[config.mk]
export PLATFORM = sky130hd
export DESIGN_NAME = otp_param_reader
export DESIGN_NICKNAME = d
export VERILOG_FILES = /design/src/rtl/otp_rd_pkg.sv /design/src/rtl/otp_rd_datapath.sv /design/src/rtl/otp_rd_ctrl.sv /design/src/rtl/otp_param_reader.sv
export SDC_FILE = /design/constraint.sdc
export NUM_CORES = 1
export LEC_CHECK = 0
export BUFFER_PORTS_ARGS = -buffer_cell sky130_fd_sc_hd__buf_2
export CAP_MARGIN = 15
export CORE_MARGIN = 3
export CORE_UTILIZATION = 29
export DETAILED_ROUTE_END_ITERATION = 12
export HOLD_SLACK_MARGIN = 0.05
export PLACE_DENSITY = 0.46
export SETUP_SLACK_MARGIN = 0.15
export SLEW_MARGIN = 20
export SYNTH_ARGS = -nofsm -noshare
export SYNTH_HDL_FRONTEND = slang
export SYNTH_SLANG_ARGS = --single-unit
[constraint.sdc]
create_clock -name clk -period 4.4 [get_ports clk]
set_clock_uncertainty 0.05 [all_clocks]
set_input_delay 0.88 -clock clk [delete_from_list [all_inputs] [get_ports clk]]
set_output_delay 0.88 -clock clk [all_outputs]
set_load 0.05 [all_outputs]
[src/rtl/otp_rd_pkg.sv]
package otp_rd_pkg;

  typedef enum logic [2:0] {
    K_CMD  = 3'd0,
    K_ADDR = 3'd1,
    K_WR   = 3'd2,
    K_RD   = 3'd3,
    K_WAIT = 3'd4
  } stepKind_e;

  typedef struct packed {
    stepKind_e  kind;
    logic       isRow;
    logic [3:0] rowSel;
    logic [7:0] value;
  } step_t;

  // control -> datapath strobes
  typedef struct packed {
    logic       loadCfg;
    logic       clrCount;
    logic       capture;
    logic       isRow;
    logic [3:0] rowSel;
    logic [7:0] value;
  } ctrlStrobe_t;

  localparam logic [7:0] OP_RESET   = 8'hFF;
  localparam logic [7:0] OP_PARAM   = 8'h36;
  localparam logic [7:0] OP_APPLY   = 8'h16;
  localparam logic [7:0] OP_ENTRY_A = 8'h17;
  localparam logic [7:0] OP_ENTRY_B = 8'h04;
  localparam logic [7:0] OP_ENTRY_C = 8'h19;
  localparam logic [7:0] OP_RD_SETUP = 8'h00;
  localparam logic [7:0] OP_RD_GO   = 8'h30;
  localparam logic [7:0] PRM_REG    = 8'h38;
  localparam logic [7:0] PRM_ON     = 8'h52;
  localparam logic [7:0] PRM_OFF    = 8'h00;

  function automatic int scriptLen(int colCyc, int rowCyc);
    return 22 + 2 * colCyc + 2 * rowCyc;
  endfunction

  // Step descriptor for script position idx.
  function automatic step_t scriptStep(int idx, int colCyc, int rowCyc);
    step_t s;
    int    rdBase;
    int    tailAddr;
    s.kind   = K_CMD;
    s.isRow  = 1'b0;
    s.rowSel = 4'd0;
    s.value  = 8'h00;
    rdBase   = 10 + colCyc + rowCyc;
    tailAddr = rdBase + 10 + colCyc + rowCyc;
    if (idx < 10) begin
      case (idx)
        0: s.value = OP_RESET;
        1: s.kind = K_WAIT;
        2: s.value = OP_PARAM;
        3: begin s.kind = K_ADDR; s.value = PRM_REG; end
        4: begin s.kind = K_WR; s.value = PRM_ON; end
        5: s.value = OP_APPLY;
        6: s.value = OP_ENTRY_A;
        7: s.value = OP_ENTRY_B;
        8: s.value = OP_ENTRY_C;
        default: s.value = OP_RD_SETUP;
      endcase
    end else if (idx < 10 + colCyc) begin
      s.kind = K_ADDR;
    end else if (idx < rdBase) begin
      s.kind   = K_ADDR;
      s.isRow  = 1'b1;
      s.rowSel = 4'(idx - 10 - colCyc);
    end else if (idx < rdBase + 10) begin
      case (idx - rdBase)
        0: s.value = OP_RD_GO;
        1: s.kind = K_WAIT;
        2: s.kind = K_RD;
        3: s.value = OP_RESET;
        4: s.kind = K_WAIT;
        5: s.value = OP_PARAM;
        6: begin s.kind = K_ADDR; s.value = PRM_REG; end
        7: begin s.kind = K_WR; s.value = PRM_OFF; end
        8: s.value = OP_APPLY;
        default: s.value = OP_RD_SETUP;
      endcase
    end else if (idx < tailAddr) begin
      s.kind = K_ADDR;
    end else if (idx == tailAddr) begin
      s.value = OP_RD_GO;
    end else begin
      s.kind = K_WAIT;
    end
    return s;
  endfunction

endpackage

[src/rtl/otp_rd_datapath.sv]
module otp_rd_datapath
  import otp_rd_pkg::*;
#(
  parameter int ROW_CYCLES = 3,
  parameter int LEN_W      = 16
) (
  input  logic                    clk,
  input  logic                    rstN,
  input  ctrlStrobe_t             strobe,
  input  logic [ROW_CYCLES*8-1:0] pageAddr,
  input  logic [LEN_W-1:0]        byteCount,
  input  logic [7:0]              opRdata,
  output logic [7:0]              opByte,
  output logic                    lenZero,
  output logic                    lastByte,
  output logic [7:0]              dataOut,
  output logic                    dataValid
);
  localparam int ROW_BITS = ROW_CYCLES * 8;

  logic [ROW_BITS-1:0] pageReg;
  logic [LEN_W-1:0]    lenReg;
  logic [LEN_W-1:0]    readCount;
  logic [7:0]          rowByte;

  always_ff @(posedge clk) begin
    if (!rstN) begin
      pageReg   <= '0;
      lenReg    <= '0;
      readCount <= '0;
      dataOut   <= '0;
      dataValid <= 1'b0;
    end else begin
      if (strobe.loadCfg) begin
        pageReg <= pageAddr;
        lenReg  <= byteCount;
      end
      if (strobe.clrCount) begin
        readCount <= '0;
      end else if (strobe.capture) begin
        readCount <= readCount + 1'b1;
      end
      dataValid <= strobe.capture;
      if (strobe.capture) begin
        dataOut <= opRdata;
      end
    end
  end

  always_comb begin
    rowByte  = 8'(pageReg >> {strobe.rowSel, 3'b000});
    opByte   = strobe.isRow ? rowByte : strobe.value;
    lenZero  = (lenReg == '0);
    lastByte = (readCount == lenReg - 1'b1);
  end

  // never capture beyond the configured length
  assert_count_R5: assert property (@(posedge clk) disable iff (!rstN)
    strobe.capture |-> (readCount < lenReg));

  // configuration only changes on a load
  assert_cfg_R9: assert property (@(posedge clk) disable iff (!rstN)
    !strobe.loadCfg |=> ($stable(lenReg) && $stable(pageReg)));

endmodule

[src/rtl/otp_rd_ctrl.sv]
module otp_rd_ctrl
  import otp_rd_pkg::*;
#(
  parameter int COL_CYCLES = 2,
  parameter int ROW_CYCLES = 3
) (
  input  logic        clk,
  input  logic        rstN,
  input  logic        start,
  input  logic        opAck,
  input  logic        opFail,
  input  logic        rbReady,
  input  logic        lenZero,
  input  logic        lastByte,
  output logic        opValid,
  output logic [1:0]  opKind,
  output ctrlStrobe_t strobe,
  output logic        busy,
  output logic        done,
  output logic        error
);
  localparam int STEPS    = scriptLen(COL_CYCLES, ROW_CYCLES);
  localparam int IDX_W    = $clog2(STEPS);
  localparam int LAST_IDX = STEPS - 1;

  typedef enum logic {S_IDLE, S_RUN} state_e;

  state_e           state, stateNxt;
  logic [IDX_W-1:0] stepIdx, stepIdxNxt;
  logic             doneNxt, errorNxt;
  step_t            cur;
  logic             waiting;

  always_comb begin
    cur     = scriptStep(int'(stepIdx), COL_CYCLES, ROW_CYCLES);
    waiting = (state == S_RUN) && (cur.kind == K_WAIT);
    busy    = (state == S_RUN);
    opKind  = cur.kind[1:0];
    opValid = 1'b0;
    if (state == S_RUN) begin
      case (cur.kind)
        K_WAIT:  opValid = 1'b0;
        K_RD:    opValid = !lenZero;
        default: opValid = 1'b1;
      endcase
    end

    strobe.loadCfg  = 1'b0;
    strobe.clrCount = 1'b0;
    strobe.capture  = 1'b0;
    strobe.isRow    = cur.isRow;
    strobe.rowSel   = cur.rowSel;
    strobe.value    = cur.value;

    stateNxt   = state;
    stepIdxNxt = stepIdx;
    doneNxt    = 1'b0;
    errorNxt   = 1'b0;

    if (state == S_IDLE) begin
      if (start) begin
        strobe.loadCfg  = 1'b1;
        strobe.clrCount = 1'b1;
        stateNxt        = S_RUN;
        stepIdxNxt      = '0;
      end
    end else begin
      if (cur.kind == K_WAIT) begin
        if (rbReady) begin
          if (int'(stepIdx) == LAST_IDX) begin
            stateNxt = S_IDLE;
            doneNxt  = 1'b1;
          end else begin
            stepIdxNxt = stepIdx + 1'b1;
          end
        end
      end else if (cur.kind == K_RD && lenZero) begin
        stepIdxNxt = stepIdx + 1'b1;
      end else if (opAck) begin
        if (opFail) begin
          stateNxt = S_IDLE;
          errorNxt = 1'b1;
        end else if (cur.kind == K_RD) begin
          strobe.capture = 1'b1;
          if (lastByte) stepIdxNxt = stepIdx + 1'b1;
        end else begin
          stepIdxNxt = stepIdx + 1'b1;
        end
      end
    end
  end

  always_ff @(posedge clk) begin
    if (!rstN) begin
      state   <= S_IDLE;
      stepIdx <= '0;
      done    <= 1'b0;
      error   <= 1'b0;
    end else begin
      state   <= stateNxt;
      stepIdx <= stepIdxNxt;
      done    <= doneNxt;
      error   <= errorNxt;
    end
  end

  assert_idle_R1: assert property (@(posedge clk) disable iff (!rstN)
    !busy |-> !opValid);

  assert_hold_R10: assert property (@(posedge clk) disable iff (!rstN)
    (opValid && !opAck) |=> (opValid && $stable(opKind) && $stable(stepIdx)));

  assert_abort_R8: assert property (@(posedge clk) disable iff (!rstN)
    (opValid && opAck && opFail) |=> (error && !busy && !opValid));

  assert_wait_R11: assert property (@(posedge clk) disable iff (!rstN)
    (waiting && !rbReady) |=> (!opValid && $stable(stepIdx)));

  assert_excl_R7: assert property (@(posedge clk) disable iff (!rstN)
    !(done && error));

endmodule

[src/rtl/otp_param_reader.sv]
module otp_param_reader
  import otp_rd_pkg::*;
#(
  parameter int COL_CYCLES = 2,
  parameter int ROW_CYCLES = 3,
  parameter int LEN_W      = 16
) (
  input  logic                    clk,
  input  logic                    rstN,
  input  logic                    start,
  input  logic [ROW_CYCLES*8-1:0] pageAddr,
  input  logic [LEN_W-1:0]        byteCount,
  output logic                    opValid,
  output logic [1:0]              opKind,
  output logic [7:0]              opByte,
  input  logic                    opAck,
  input  logic                    opFail,
  input  logic [7:0]              opRdata,
  input  logic                    rbReady,
  output logic [7:0]              dataOut,
  output logic                    dataValid,
  output logic                    busy,
  output logic                    done,
  output logic                    error
);
  ctrlStrobe_t strobe;
  logic        lenZero;
  logic        lastByte;

  otp_rd_ctrl #(
    .COL_CYCLES(COL_CYCLES),
    .ROW_CYCLES(ROW_CYCLES)
  ) u_ctrl (
    .clk     (clk),
    .rstN    (rstN),
    .start   (start),
    .opAck   (opAck),
    .opFail  (opFail),
    .rbReady (rbReady),
    .lenZero (lenZero),
    .lastByte(lastByte),
    .opValid (opValid),
    .opKind  (opKind),
    .strobe  (strobe),
    .busy    (busy),
    .done    (done),
    .error   (error)
  );

  otp_rd_datapath #(
    .ROW_CYCLES(ROW_CYCLES),
    .LEN_W     (LEN_W)
  ) u_dp (
    .clk      (clk),
    .rstN     (rstN),
    .strobe   (strobe),
    .pageAddr (pageAddr),
    .byteCount(byteCount),
    .opRdata  (opRdata),
    .opByte   (opByte),
    .lenZero  (lenZero),
    .lastByte (lastByte),
    .dataOut  (dataOut),
    .dataValid(dataValid)
  );

endmodule

### Word level (Yosys, flattened, before mapping)

Index checks and enable logic that the tools add are counted.

* shift operators: 1
* order comparisons: 5
* $add $sub $neg: 6
* reductions and logical operators: 11
* equality and inequality tests: 26
* muxes and demuxes: 49
* bitwise operators: 3

Operator list (number)
* == test 32 x 3 -> 1 bit (second input constant): 4
* == test 32 x 2 -> 1 bit (second input constant): 2
* one-hot mux 8 bit (8 select lines): 1
* 2-to-1 mux 5 bit: 12
* 2-to-1 mux 8 bit: 5
* one-hot mux 8 bit (5 select lines): 1
* == test 32 x 1 -> 1 bit (second input constant): 1
* == test 32 x 4 -> 1 bit (second input constant): 1
* zero test 32 bit: 1
* right shift 24 x 7 -> 8 bit: 1
* == test 5 x 3 -> 1 bit (second input constant): 4
* 2-to-1 mux 3 bit: 6
* 2-to-1 mux 1 bit: 17
* adder 16 x 1 -> 16 bit (second input constant): 1
* == test 16 bit: 1
* zero test 16 bit: 1
* subtractor 16 x 1 -> 16 bit (second input constant): 1
* == test 5 x 2 -> 1 bit (second input constant): 3
* less-than comparator 5 x 4 -> 1 bit (second input constant): 3
* 2-to-1 mux 13 bit: 1
* one-hot mux 3 bit (4 select lines): 1
* == test 5 x 1 -> 1 bit (second input constant): 2
* less-than comparator 5 bit (second input constant): 2
* one-hot mux 3 bit (3 select lines): 1
* 22 further kinds: 28

* flip-flop bits (word level): 73
* logic and storage cells: 110
* input bits: 54
* output and inout port bits: 23

### Logic depth before layout (Yosys ltp)

Gate-level depths: netlist (run 1).

* depth after elaboration: 15
* mapped depth: 13
* depth with buffers taken out: 11

### Hierarchy

Synthesis (run 1) repeated with hierarchy kept, for this count alone.

* cell total of the unflattened synthesis: 517
* area total of the unflattened synthesis: 4569.4 sq um

Modules (own cells, without submodules)
* otp_rd_datapath: area each 3340.7 sq um, cells an instance 366, times used 1, seq. area each 1301.2 sq um
* otp_rd_ctrl: area each 1228.7 sq um, cells an instance 151, times used 1, seq. area each 160.2 sq um

### Least setup slack after synthesis (run 1)

Ideal clock, no wire load.

* path type: register -> output
* start point: register u_ctrl.stepIdx[0]
* end point: output opValid
* required time: 3.470 ns
* arrival time: 3.163 ns
* buffers on the path: 1
* path slack: 0.307 ns
* cell stages (with the launch flop): 12
* cells stage by stage: dfxtp_1 -> ha_1 -> clkbuf_1 -> and2_1 -> ha_1 -> nand3b_1 -> nor2_1 -> a31oi_1 -> o221ai_2 -> or3_2 -> nand2_1 -> nor2_1

* longest elaborated chain between the ends: 11
* elaborated cells on any way between the ends: 28
* those cells by class: add/sub (1); order compare (5); eq/ne (11); mux (10); reduce/logical (1)

Ends and longest elaborated chain
* from (decl): line otp_rd_ctrl.sv:29 `logic [IDX_W-1:0] stepIdx, stepIdxNxt;`
* from (signal assigned): line otp_rd_ctrl.sv:101 `stepIdx <= stepIdxNxt;`
* subtractor 5 x 4 -> 6 bit: line otp_rd_pkg.sv:75 `case (idx - rdBase)`
* == test 32 x 1 -> 1 bit / == test 32 x 3 -> 1 bit (equally long branches): line otp_rd_pkg.sv:75
* OR reduction 2 bit (no source line)
* one-hot mux 3 bit (4 select lines): line otp_rd_pkg.sv:75
* 2-to-1 mux 3 bit: line otp_rd_pkg.sv:74 `end else if (idx < rdBase + 10) begin`
* 2-to-1 mux 3 bit: line otp_rd_pkg.sv:70 `end else if (idx < rdBase) begin`
* 2-to-1 mux 3 bit: line otp_rd_pkg.sv:68 `end else if (idx < 10 + colCyc) begin`
* 2-to-1 mux 3 bit *: line otp_rd_pkg.sv:55 `if (idx < 10) begin`
* via opKind[0]: line otp_param_reader.sv:14 `output logic [1:0] opKind,`
* == test 3 x 2 -> 1 bit / == test 3 bit (equally long branches)
* one-hot mux 1 bit (2 select lines) *: line otp_rd_ctrl.sv:41 `case (cur.kind)`
* 2-to-1 mux 1 bit *: line otp_rd_ctrl.sv:40 `if (state == S_RUN) begin`
* to (decl): line otp_param_reader.sv:13 `output logic opValid,`

Mark *: on every way through the listed nets, which the timed path passes. The rest lies on a longest branch.

### Final worst setup path (run 1)

* start point: register u_ctrl.stepIdx[2]
* end point: output opValid

* longest elaborated chain between the ends: 11
* elaborated cells on any way between the ends: 28
* those cells by class: add/sub (1); order compare (5); eq/ne (11); mux (10); reduce/logical (1)

Ends and longest elaborated chain (line)
* subtractor 5 x 4 -> 6 bit: otp_rd_pkg.sv:75
* == test 32 x 1 -> 1 bit / == test 32 x 3 -> 1 bit (equally long branches): otp_rd_pkg.sv:75
* OR reduction 2 bit (no source line)
* one-hot mux 3 bit (4 select lines): otp_rd_pkg.sv:75
* 2-to-1 mux 3 bit: otp_rd_pkg.sv:74
* 2-to-1 mux 3 bit: otp_rd_pkg.sv:70
* 2-to-1 mux 3 bit: otp_rd_pkg.sv:68
* 2-to-1 mux 3 bit *: otp_rd_pkg.sv:55
* == test 3 x 2 -> 1 bit / == test 3 bit (equally long branches)
* one-hot mux 1 bit (2 select lines) *: otp_rd_ctrl.sv:41
* 2-to-1 mux 1 bit *: otp_rd_ctrl.sv:40

Every way passes the cells marked *; elsewhere a longest branch is shown, timed or not.

==> flow_metrics.py, run 1 <==
metrics = {
    "setup_path": {
        "critPathArrivalTime_ns": 3.16,
        "cp_max_fo": 12,
        "reg2reg_slack_ns": 1.02,
        "critPathCaptureType": "primary output",
        "required_ns": 3.47,
        "critical_path_class": "register to primary output",
        "cp-start-kind": "register",
    },
    "global_routing": {
        "antenna_found_initial": 1,
        "grt_max_degree": 55,
        "grt_usage_pct": 15.2,
        "globalRouteMet2Util_pct": 21.3,
        "grt_pass1_vias": 3899,
        "grt_use_met1_pct": 22.0,
        "grt_pass1_wl_um": 20100,
        "grt_overflow": 0,
        "grt_busiest_layer": "met1",
        "use_met3_pct": 4.65,
    },
    "power": {
        "powerDensity_mw_per_mm2": 337,
        "max-vdd-ir-drop_v": 0.000167,
        "total_leakage_power_nw": 1.97,
        "fin_total_pwr_mw": 1.76,
    },
    "floorplanning": {
        "io_pins": 77,
        "dieArea_mm2": 0.0166,
        "core_mm2": 0.0146,
        "rows": 44,
        "start_util_pct": 29.9,
        "die_height_um": 129,
        "die_w_um": 129,
    },
    "flow_run": {
        "maxCapViolCount": 0,
    },
    "clock_tree": {
        "clock_latency_ns": 0.34,
        "cts_tree": "yes",
        "clk_pin_slew_ns": 0.06,
        "cts_htree_levels": 3,
        "clock_tree.buffer_depth": 2,
        "cts_buffers": 9,
        "cts_hold_buf": 0,
        "root_buffer": "clkbuf_16",
        "clock-sinks": 73,
    },
    "logic_synthesis": {
        "synth_cells": 558,
        "yosysUniqueCellTypes": 73,
        "synthFlopType": "dfxtp_1",
        "syn_area_per_cell_um2": 7.85,
        "synth_area_mm2": 0.00438,
        "yosys_warnings": 0,
        "synth_edf_count": 0,
        "synth_seq_cells": 73,
        "yosysSeqAreaShare_pct": 33.4,
        "syn_nets": 624,
        "async_flop_share_pct": 0,
    },
    "sta": {
        "fmax_mhz": 244,
        "setup_viol": 0,
        "rsz0062_at_grt": "yes",
        "post-route-period-util_pct": 93.1,
        "slew_viol_final": 0,
        "hold_viol": 0,
        "fin_tns_setup_ns": 0,
        "period_needed_ns": 4.09,
        "tightest_slew_ns": 0.936,
        "relSlewSlack_pct": 37.5,
    },
    "cells_and_area": {
        "area_growth_syn_to_layout_pct": 18.9,
        "drive_gt1_share_pct": 21.3,
        "mostFrequentLayoutCells": "nand2_1 (121), buf_2 (76), dfxtp_1 (71)",
        "n_antenna_cell": 0,
        "nets": 682,
        "final_common_cell": "nand2_1",
    },
    "route": {
        "drt_pass1_iterations": 6,
        "wl_um": 12400,
        "vias": 4102,
        "ant_nets": 0,
        "drt_iter0_drc": 253,
        "avgViaCountPerCell": 5.10,
        "route.detailed.drc": 0,
        "wl_per_cell_um": 15.4,
    },
    "place": {
        "port_buffers": 76,
        "place_congestion": 0.862,
        "dpl.hpwl_um": 9140,
    },
    "worst_hold_path": {
        "min_path_type": "register to register",
    },
    "outcome": {
        "status": "finished, final reports clean",
    },
}
## sequential cells by signal, summed over array words and instances, names as in the netlist
| name | count |
|---|---|
| u_dp.dataValid | 1 |
| u_ctrl.stepIdx | 5 |
| u_ctrl.busy | 1 |
| u_ctrl.done | 1 |
| u_dp.lenReg | 16 |
| u_dp.pageReg | 24 |
| u_ctrl.error | 1 |
| u_dp.readCount | 16 |
| u_dp.dataOut | 8 |
## layer usage
layer | vias to the layer above | share of wire [%]
li1 | 2083 | -
met1 | 1890 | 50
met2 | 117 | 42
met3 | 10 | 6.5
met4 | 2 | 1.1
met5 | - | 0.10
## cells in the mapped netlist, types with 9 or more instances
cell type,n,area share (%)
nor2_1,41,3.5
o31ai_1,9,1.5
clkbuf_1,24,2.1
xnor2_1,22,4.4
nand2_1,121,10
nand3_1,20,2.3
dfxtp_1,73,33
a21oi_1,51,5.8
nand4_1,11,1.6
xor2_1,19,3.8
ha_1,12,3.4
mux2i_1,14,3.2
o21ai_0,14,1.6
## area by class of cell
cell class	count	area (µm²)
Clock buffer	11	253
Clock inverter	5	62.6
Fill cell	1540	9440
Inverter	10	37.5
Multi-Input combinational cell	438	2720
Sequential cell	73	1460
Tap cell	184	230
Timing Repair Buffer	84	440
## worst max-delay path, cell delays in order, from the launching register on
cell,delay (ns)
dfxtp_2,0.39
ha_1,0.28
and2_1,0.22
ha_4,0.30
nand3b_1,0.13
mux2i_4,0.23
a31o_4,0.20
o311ai_1,0.16
or3b_2,0.53
nand2_1,0.13
nor2_1,0.05
buf_2,0.20
## power breakdown
part	total (mW)	switching, mW	leakage, nW	internal, mW
registers	0.716	0.0303	0.596	0.686
clock network	0.758	0.285	0.148	0.472
logic	0.283	0.177	1.23	0.106
## through the flow
stage / cells / instance area, µm² / setup WS (ns) / utilization [%] / hold WS (ns)
final: 805 / 5210 / 0.306 / 35.6 / 0.406
after CTS: 805 / 5180 / 0.197 / 35.3 / 0.407
after floorplan: 558 / 4380 / 0.307 / - / 0.386
after detailed placement: 789 / 4850 / 0.452 / 33.2 / 0.398
after global routing: 805 / 5210 / 0.132 / 35.6 / 0.421
after global placement: 789 / 4850 / 0.567 / 33.2 / 0.396
## worst paths after layout
check,start,to,depth (start not counted)
worst max-delay path,u_ctrl.stepIdx[2],opValid,11
worst min-delay path,u_dp.pageReg[0],u_dp.pageReg[0],2
worst max register to register,u_ctrl.stepIdx[2],u_ctrl.stepIdx[0],11
worst min register to register,u_dp.pageReg[0],u_dp.pageReg[0],2
## logic make-up (layout without fill, tap and decap cells)
family          count (synthesis)  count (layout)  share of synthesized area, %
simple gates                  250             250                          27.4
flops                          73              73                          33.4
fa+ha+maj                      12              12                          3.43
mux                            15              15                          3.46
buf+inv                        47             110                          5.57
xor+xnor                       41              41                          8.20
compound gates                120             120                          18.6
## what timing repair did
item	in CTS	in global routing
buffers inserted	0	0
cloned	0	0
setup endpoints to repair	1	2
gates resized for setup	3	4
(Power assumes the default switching activity.)
==> inputs of run 2 (changes only) <==
- CELL_PAD_IN_SITES_DETAIL_PLACEMENT: unset -> 1
- CELL_PAD_IN_SITES_GLOBAL_PLACEMENT: unset -> 2
- PLACE_DENSITY: 0.46 -> 0.72
==> run 2 against run 1 <==
  * Fmax increased by 0.85%
  * Total power shrank 2.4%
  * Register-to-register slack improved by 0.07 ns
  * Global-route usage grew 1.7 points
  * Routed wire length up 9.5%
  * Highest routed layer is now met4
  * Final area fell by 0.70%
  * Core utilization shrank 0.25 points
==> flow_metrics.py, run 2 (synthesis gave the netlist of run 1 again) <==
metrics = {
    "cells_and_area": {
        "multi_input_area_mm2": 0.00271,
        "n_antenna_cell": 0,
        "largest_register": "u_dp.pageReg",
        "area_growth_syn_to_layout_pct": 18.1,
        "final_common_cell": "nand2_1",
        "postLayoutCellArea_mm2": 0.00517,
        "largest_reg_flops": 24,
        "nets": 682,
        "reg.largest.list": "u_dp.pageReg: 24 flops, u_dp.lenReg: 16 flops, u_dp.readCount: 16 flops",
        "regArea_mm2": 0.00147,
        "drive_gt1_share_pct": 21.5,
        "mostFrequentLayoutCells": "nand2_1 (121), buf_2 (76), dfxtp_1 (70)",
        "n_fill_cell": 1792,
    },
    "setup_path": {
        "required_ns": 3.47,
        "critical_path_class": "register to primary output",
        "cp_max_fo": 12,
        "path_cells": "ha_2, and2_1, ha_1, nand3b_1, nor2_1, a31oi_2, o221ai_2, or3_2, nand2_1, nor2_1, buf_2",
        "critPathArrivalTime_ns": 3.13,
        "crit_path_frequent_cell": "nor2_1",
        "max_stage_delay_ns": 0.59,
        "critPathCaptureType": "primary output",
        "crit_family": "simple AND/OR/NAND/NOR gates",
        "path_buf_inv": 1,
        "crit_path_top_delay_cell": "or3_2",
        "cp-start-kind": "register",
    },
    "power": {
        "swShare_pct": 28.9,
        "pwr-share-comb_pct": 16.8,
        "clockPowerShare_pct": 41.3,
        "share_seq_of_total_power_pct": 41.8,
        "power.internal_mw": 1.22,
        "powerDensity_mw_per_mm2": 332,
        "total_leakage_power_nw": 1.96,
        "p_switching_mw": 0.496,
        "max-vdd-ir-drop_v": 0.000190,
    },
    "global_routing": {
        "grt_overflow": 0,
        "grt_pass1_wl_um": 22600,
        "grt_pass1_vias": 4439,
        "grt_usage_pct": 16.8,
        "grt_max_degree": 55,
        "antenna_found_initial": 0,
    },
    "flow_run": {
        "maxCapViolCount": 0,
    },
    "route": {
        "vias": 4246,
        "drt_pass1_iterations": 4,
        "avgViaCountPerCell": 5.28,
        "wl_um": 13600,
        "drt_iter0_drc": 200,
        "wl_per_cell_um": 16.9,
        "route.detailed.drc": 0,
        "ant_nets": 0,
    },
    "worst_hold_path": {
        "min_path_type": "register to register",
    },
    "place": {
        "dpl.hpwl_um": 10200,
        "placed_area_mm2": 0.00485,
        "place_congestion": 0.805,
        "port_buffers": 76,
    },
    "sta": {
        "tightest_slew_ns": 0.938,
        "setup_viol": 0,
        "fin_tns_setup_ns": 0,
        "post-route-period-util_pct": 92.3,
        "period_needed_ns": 4.06,
        "rsz0062_at_grt": "no",
        "relSlewSlack_pct": 37.4,
        "fmax_mhz": 246,
        "slew_viol_final": 0,
        "hold_viol": 0,
        "whs_ns": 0.408,
    },
    "clock_tree": {
        "clock_latency_ns": 0.34,
        "clock_tree.buffer_depth": 2,
        "clk_pin_slew_ns": 0.06,
        "clock-sinks": 73,
        "cts_htree_levels": 3,
        "root_buffer": "clkbuf_16",
        "cts_tree": "yes",
        "cts_buffers": 9,
    },
    "outcome": {
        "status": "finished, final reports clean",
    },
    "floorplanning": {
        "dieArea_mm2": 0.0166,
        "die_w_um": 129,
        "start_util_pct": 29.9,
        "rows": 44,
        "io_pins": 77,
        "die_height_um": 129,
        "core_mm2": 0.0146,
    },
}
## run 2: stage by stage
stage / util (%) / total power, mW / cells / setup slack [ns]
after floorplan: - / 0.931 / 558 / 0.307
after global placement: 33.1 / 1.01 / 788 / 0.560
after detailed placement: 33.1 / 1.02 / 788 / 0.486
after CTS: 35.1 / 1.74 / 803 / 0.239
after global routing: 35.3 / 1.80 / 804 / 0.163
final: 35.3 / 1.71 / 804 / 0.340
## run 2: worst reg2reg max path, delay by kind of cell (launching register included)
kind | cells | cell delay (ns)
mux | 1 | 0.22
simple gates | 3 | 0.83
compound gates | 5 | 1.05
fa+ha+maj | 2 | 0.60
flops | 1 | 0.39
## run 2: repair_timing
item | 4_1_cts | 5_1_grt
gates resized for setup | 3 | 5
hold buffers | 0 | 0
buffers inserted | 0 | 1
endpoints found under the setup margin | 1 | 1
## run 2: final cells by class
class / instances / share of cell area (%)
multi-input combinational: 438 / 52.3
sequential: 73 / 28.3
timing repair buffer: 84 / 8.51
clock buffer: 12 / 5.15
tap: 184 / 4.45
inverter: 10 / 0.798
clock inverter: 3 / 0.460
## run 2: layer usage
metal / part of all wire (%) / vias to the layer above / track usage (%)
li1: - / 2083 / -
met1: 49 / 2057 / 22.9
met2: 45 / 97 / 26.3
met3: 4.9 / 9 / 4.94
met4: 0.93 / 0 / 4.08
met5: 0 / - / 0
## run 2: path summary, 6_finish.rpt
kind	startpoint	slack, ns	cells past startpoint	to
hold / removal	u_dp.pageReg[3]	0.41	2	u_dp.pageReg[3]
hold reg to reg	u_dp.pageReg[3]	0.41	2	u_dp.pageReg[3]
setup reg to reg	u_ctrl.stepIdx[2]	1.09	11	u_ctrl.stepIdx[1]
setup / recovery	u_ctrl.stepIdx[2]	0.34	11	opValid
## run 2: power by group through the flow
stage                     combinational, mW  sequential [mW]  clock (mW)
final                                 0.289            0.718       0.708
after global routing                  0.323            0.721       0.761
after CTS                             0.292            0.716       0.736
after detailed placement              0.290            0.731           0
after global placement                0.281            0.730           0
after floorplan                       0.213            0.718           0
==> inputs of run 3 (changes only) <==
- ABC_AREA: unset -> 1
- PLACE_DENSITY: 0.72 -> 0.76
==> run 3 against run 2 <==
  * Routed wire length is 8.1% higher
  * Global-route usage up 1.0 points
  * Sequential share of layout area fell by 0.72 points
  * Die area increased by 0.33%
  * Final area increased by 2.3%
  * Core utilization is 0.69 points higher
  * Non-clock buffer count is 5 lower
  * Critical path type unchanged
  * Critical endpoint unchanged
==> flow_metrics.py, run 3 <==
metrics = {
    "logic_synthesis": {
        "synth_area_leader_cell": "dfxtp_1",
        "synth_edf_count": 0,
        "synthTopCellsByArea": "dfxtp_1 (33%), nand2_1 (13%), nor2_1 (11%), o21ai_0 (7.4%), nand3_1 (5.2%)",
        "synthFlopType": "dfxtp_1",
        "synth_seq_cells": 73,
        "yosysMostFrequentCell": "nand2_1",
        "yosys_warnings": 0,
        "synth_cells": 683,
        "yosysSeqAreaShare_pct": 33.3,
        "async_flop_share_pct": 0,
        "synth_area_mm2": 0.00439,
        "synth_top_area_share_pct": 33.3,
        "syn_nets": 749,
        "syn_area_per_cell_um2": 6.43,
        "synthTopCellsByCount": "nand2_1 (155), nor2_1 (126), dfxtp_1 (73)",
        "yosysUniqueCellTypes": 40,
    },
    "cells_and_area": {
        "drive_gt1_share_pct": 14.6,
        "postLayoutCellArea_mm2": 0.00529,
        "area_growth_syn_to_layout_pct": 20.5,
        "multi_input_area_mm2": 0.00264,
        "final_common_cell": "nand2_1",
        "regArea_mm2": 0.00146,
        "n_antenna_cell": 0,
        "nets": 819,
        "n_fill_cell": 1913,
        "reg.largest.list": "u_dp.pageReg: 24 flops, u_dp.lenReg: 16 flops, u_dp.readCount: 16 flops",
        "largest_reg_flops": 24,
        "largest_register": "u_dp.pageReg",
        "mostFrequentLayoutCells": "nand2_1 (155), nor2_1 (126), buf_2 (76)",
    },
    "sta": {
        "setup_viol": 0,
        "post-route-period-util_pct": 86.3,
        "fmax_mhz": 263,
        "period_needed_ns": 3.80,
        "hold_viol": 0,
        "rsz0062_at_grt": "no",
        "slew_viol_final": 0,
        "whs_ns": 0.410,
        "relSlewSlack_pct": 58.5,
        "fin_tns_setup_ns": 0,
        "tightest_slew_ns": 0.622,
    },
    "setup_path": {
        "critPathArrivalTime_ns": 2.87,
        "r2r_cells": 16,
        "path_cells": "ha_1, nand2_1, o21ai_0, nand2_1, o21bai_1, nand2_1, nand2_1, nor2_1, nand2_1, nand2_1, a21oi_1, buf_2",
        "cp_max_fo": 12,
        "required_ns": 3.47,
        "max_stage_delay_ns": 0.59,
        "cp-start-kind": "register",
        "crit_family": "simple AND/OR/NAND/NOR gates",
        "r2r-start": "u_ctrl.stepIdx[2]",
        "critical_path_class": "register to primary output",
        "crit_path_frequent_cell": "nand2_1",
        "critPathCaptureType": "primary output",
        "worstReg2RegEnd": "u_dp.dataOut[0]",
        "crit_path_top_delay_cell": "dfxtp_1",
        "reg2reg_slack_ns": 1.40,
        "path_buf_inv": 1,
    },
    "clock_tree": {
        "clock_tree.buffer_depth": 2,
        "cts_hold_buf": 0,
        "clk_pin_slew_ns": 0.06,
        "cts_htree_levels": 3,
        "cts_setup_buffers": 0,
        "cts_buffers": 9,
        "clock_latency_ns": 0.34,
        "cts_tree": "yes",
        "cts-resized-gates": 0,
        "root_buffer": "clkbuf_16",
        "clock-sinks": 73,
    },
    "global_routing": {
        "globalRouteMet2Util_pct": 28.2,
        "grt_pass1_vias": 4636,
        "use_met3_pct": 2.72,
        "grt_max_degree": 52,
        "antenna_found_initial": 0,
        "grt_pass1_wl_um": 23600,
        "grt_busiest_layer": "met2",
        "grt_usage_pct": 17.9,
        "grt_use_met1_pct": 25.5,
        "grt_overflow": 0,
    },
    "power": {
        "power.internal_mw": 1.43,
        "pwr-share-comb_pct": 25.6,
        "share_seq_of_total_power_pct": 34.3,
        "max-vdd-ir-drop_v": 0.000176,
        "powerDensity_mw_per_mm2": 410,
        "total_leakage_power_nw": 2.35,
        "swShare_pct": 34.0,
        "clockPowerShare_pct": 40.1,
        "p_switching_mw": 0.737,
    },
    "place": {
        "placed_area_mm2": 0.00494,
        "dpl.hpwl_um": 11600,
        "place_congestion": 0.879,
        "port_buffers": 76,
    },
    "floorplanning": {
        "die_w_um": 129,
        "dieArea_mm2": 0.0167,
        "rows": 44,
        "die_height_um": 129,
        "core_mm2": 0.0147,
        "start_util_pct": 29.9,
        "io_pins": 77,
    },
    "outcome": {
        "status": "finished, final reports clean",
    },
    "worst_hold_path": {
        "holdPathEnd": "u_dp.dataOut[6]",
        "hold_depth": 2,
        "min_path_type": "register to register",
        "min-delay-start": "u_dp.dataOut[6]",
    },
    "route": {
        "drt_iter0_drc": 182,
        "drt_pass1_iterations": 4,
        "vias": 4569,
        "avgViaCountPerCell": 4.85,
        "wl_um": 14700,
        "route.detailed.drc": 0,
        "ant_nets": 0,
        "wl_per_cell_um": 15.6,
    },
    "flow_run": {
        "maxCapViolCount": 0,
    },
}
run 3: changes by cell type in the layout (fill, tap and decap cells not counted), moves of 26 or more:
cell	before	now
nand3_1	20	46
nor2_1	41	126
inv_1	8	51
nand2_1	121	155
o21ai_0	14	65
run 3: per-stage QoR:
step,instances,util [%],setup WS (ns),total power [mW]
global route,942,36.0,0.277,2.29
floorplan,683,-,0.331,1.16
CTS,942,36.0,0.570,2.21
global placement,926,33.6,0.994,1.31
detailed placement,926,33.6,0.959,1.32
finish,942,36.0,0.604,2.17
run 3: worst max-delay path by stage:
stage                           end              start  cells past startpoint
after floorplan           opByte[6]  u_ctrl.stepIdx[2]                      6
after global placement      opValid  u_ctrl.stepIdx[2]                     12
after detailed placement    opValid  u_ctrl.stepIdx[2]                     12
after CTS                   opValid  u_ctrl.stepIdx[2]                     12
after global routing        opValid  u_ctrl.stepIdx[2]                     12
final                       opValid  u_ctrl.stepIdx[2]                     12
run 3: logic make-up after synthesis:
group,after synthesis,synth area share (%)
DFF,73,33.3
buffers and inverters,76,6.78
and+or+nand+nor,373,36.2
AOI/OAI and AO/OA,123,14.8
adders and majority gates,12,3.42
xor gates and xnor gates,26,5.50
run 3: power groups by stage:
stage	registers [mW]	logic (mW)	clock network (mW)
final	0.743	0.557	0.870
after CTS	0.744	0.563	0.899
after global placement	0.758	0.557	0
after global routing	0.750	0.620	0.921
after detailed placement	0.758	0.561	0
after floorplan	0.743	0.413	0
run 3: cell type report:
cell class              count  area share, %
clock buffers              10           4.51
flip-flops and latches     73           27.6
multi-input cells         534           49.8
clock inverters             6           2.17
inverters                  56           3.97
repair buffers             79           7.61
well taps                 184           4.35
run 3: routing by layer:
layer / wire [µm] / vias to the layer above
met3: 489 / 10
met5: 0 / -
met4: 159 / 0
li1: - / 2383
met2: 6370 / 82
met1: 7690 / 2094
run 3: worst min-delay path, stage by stage, from the launching register on:
cell	delay, ns
dfxtp_1	0.31
nand2_1	0.06
a21oi_1	0.05
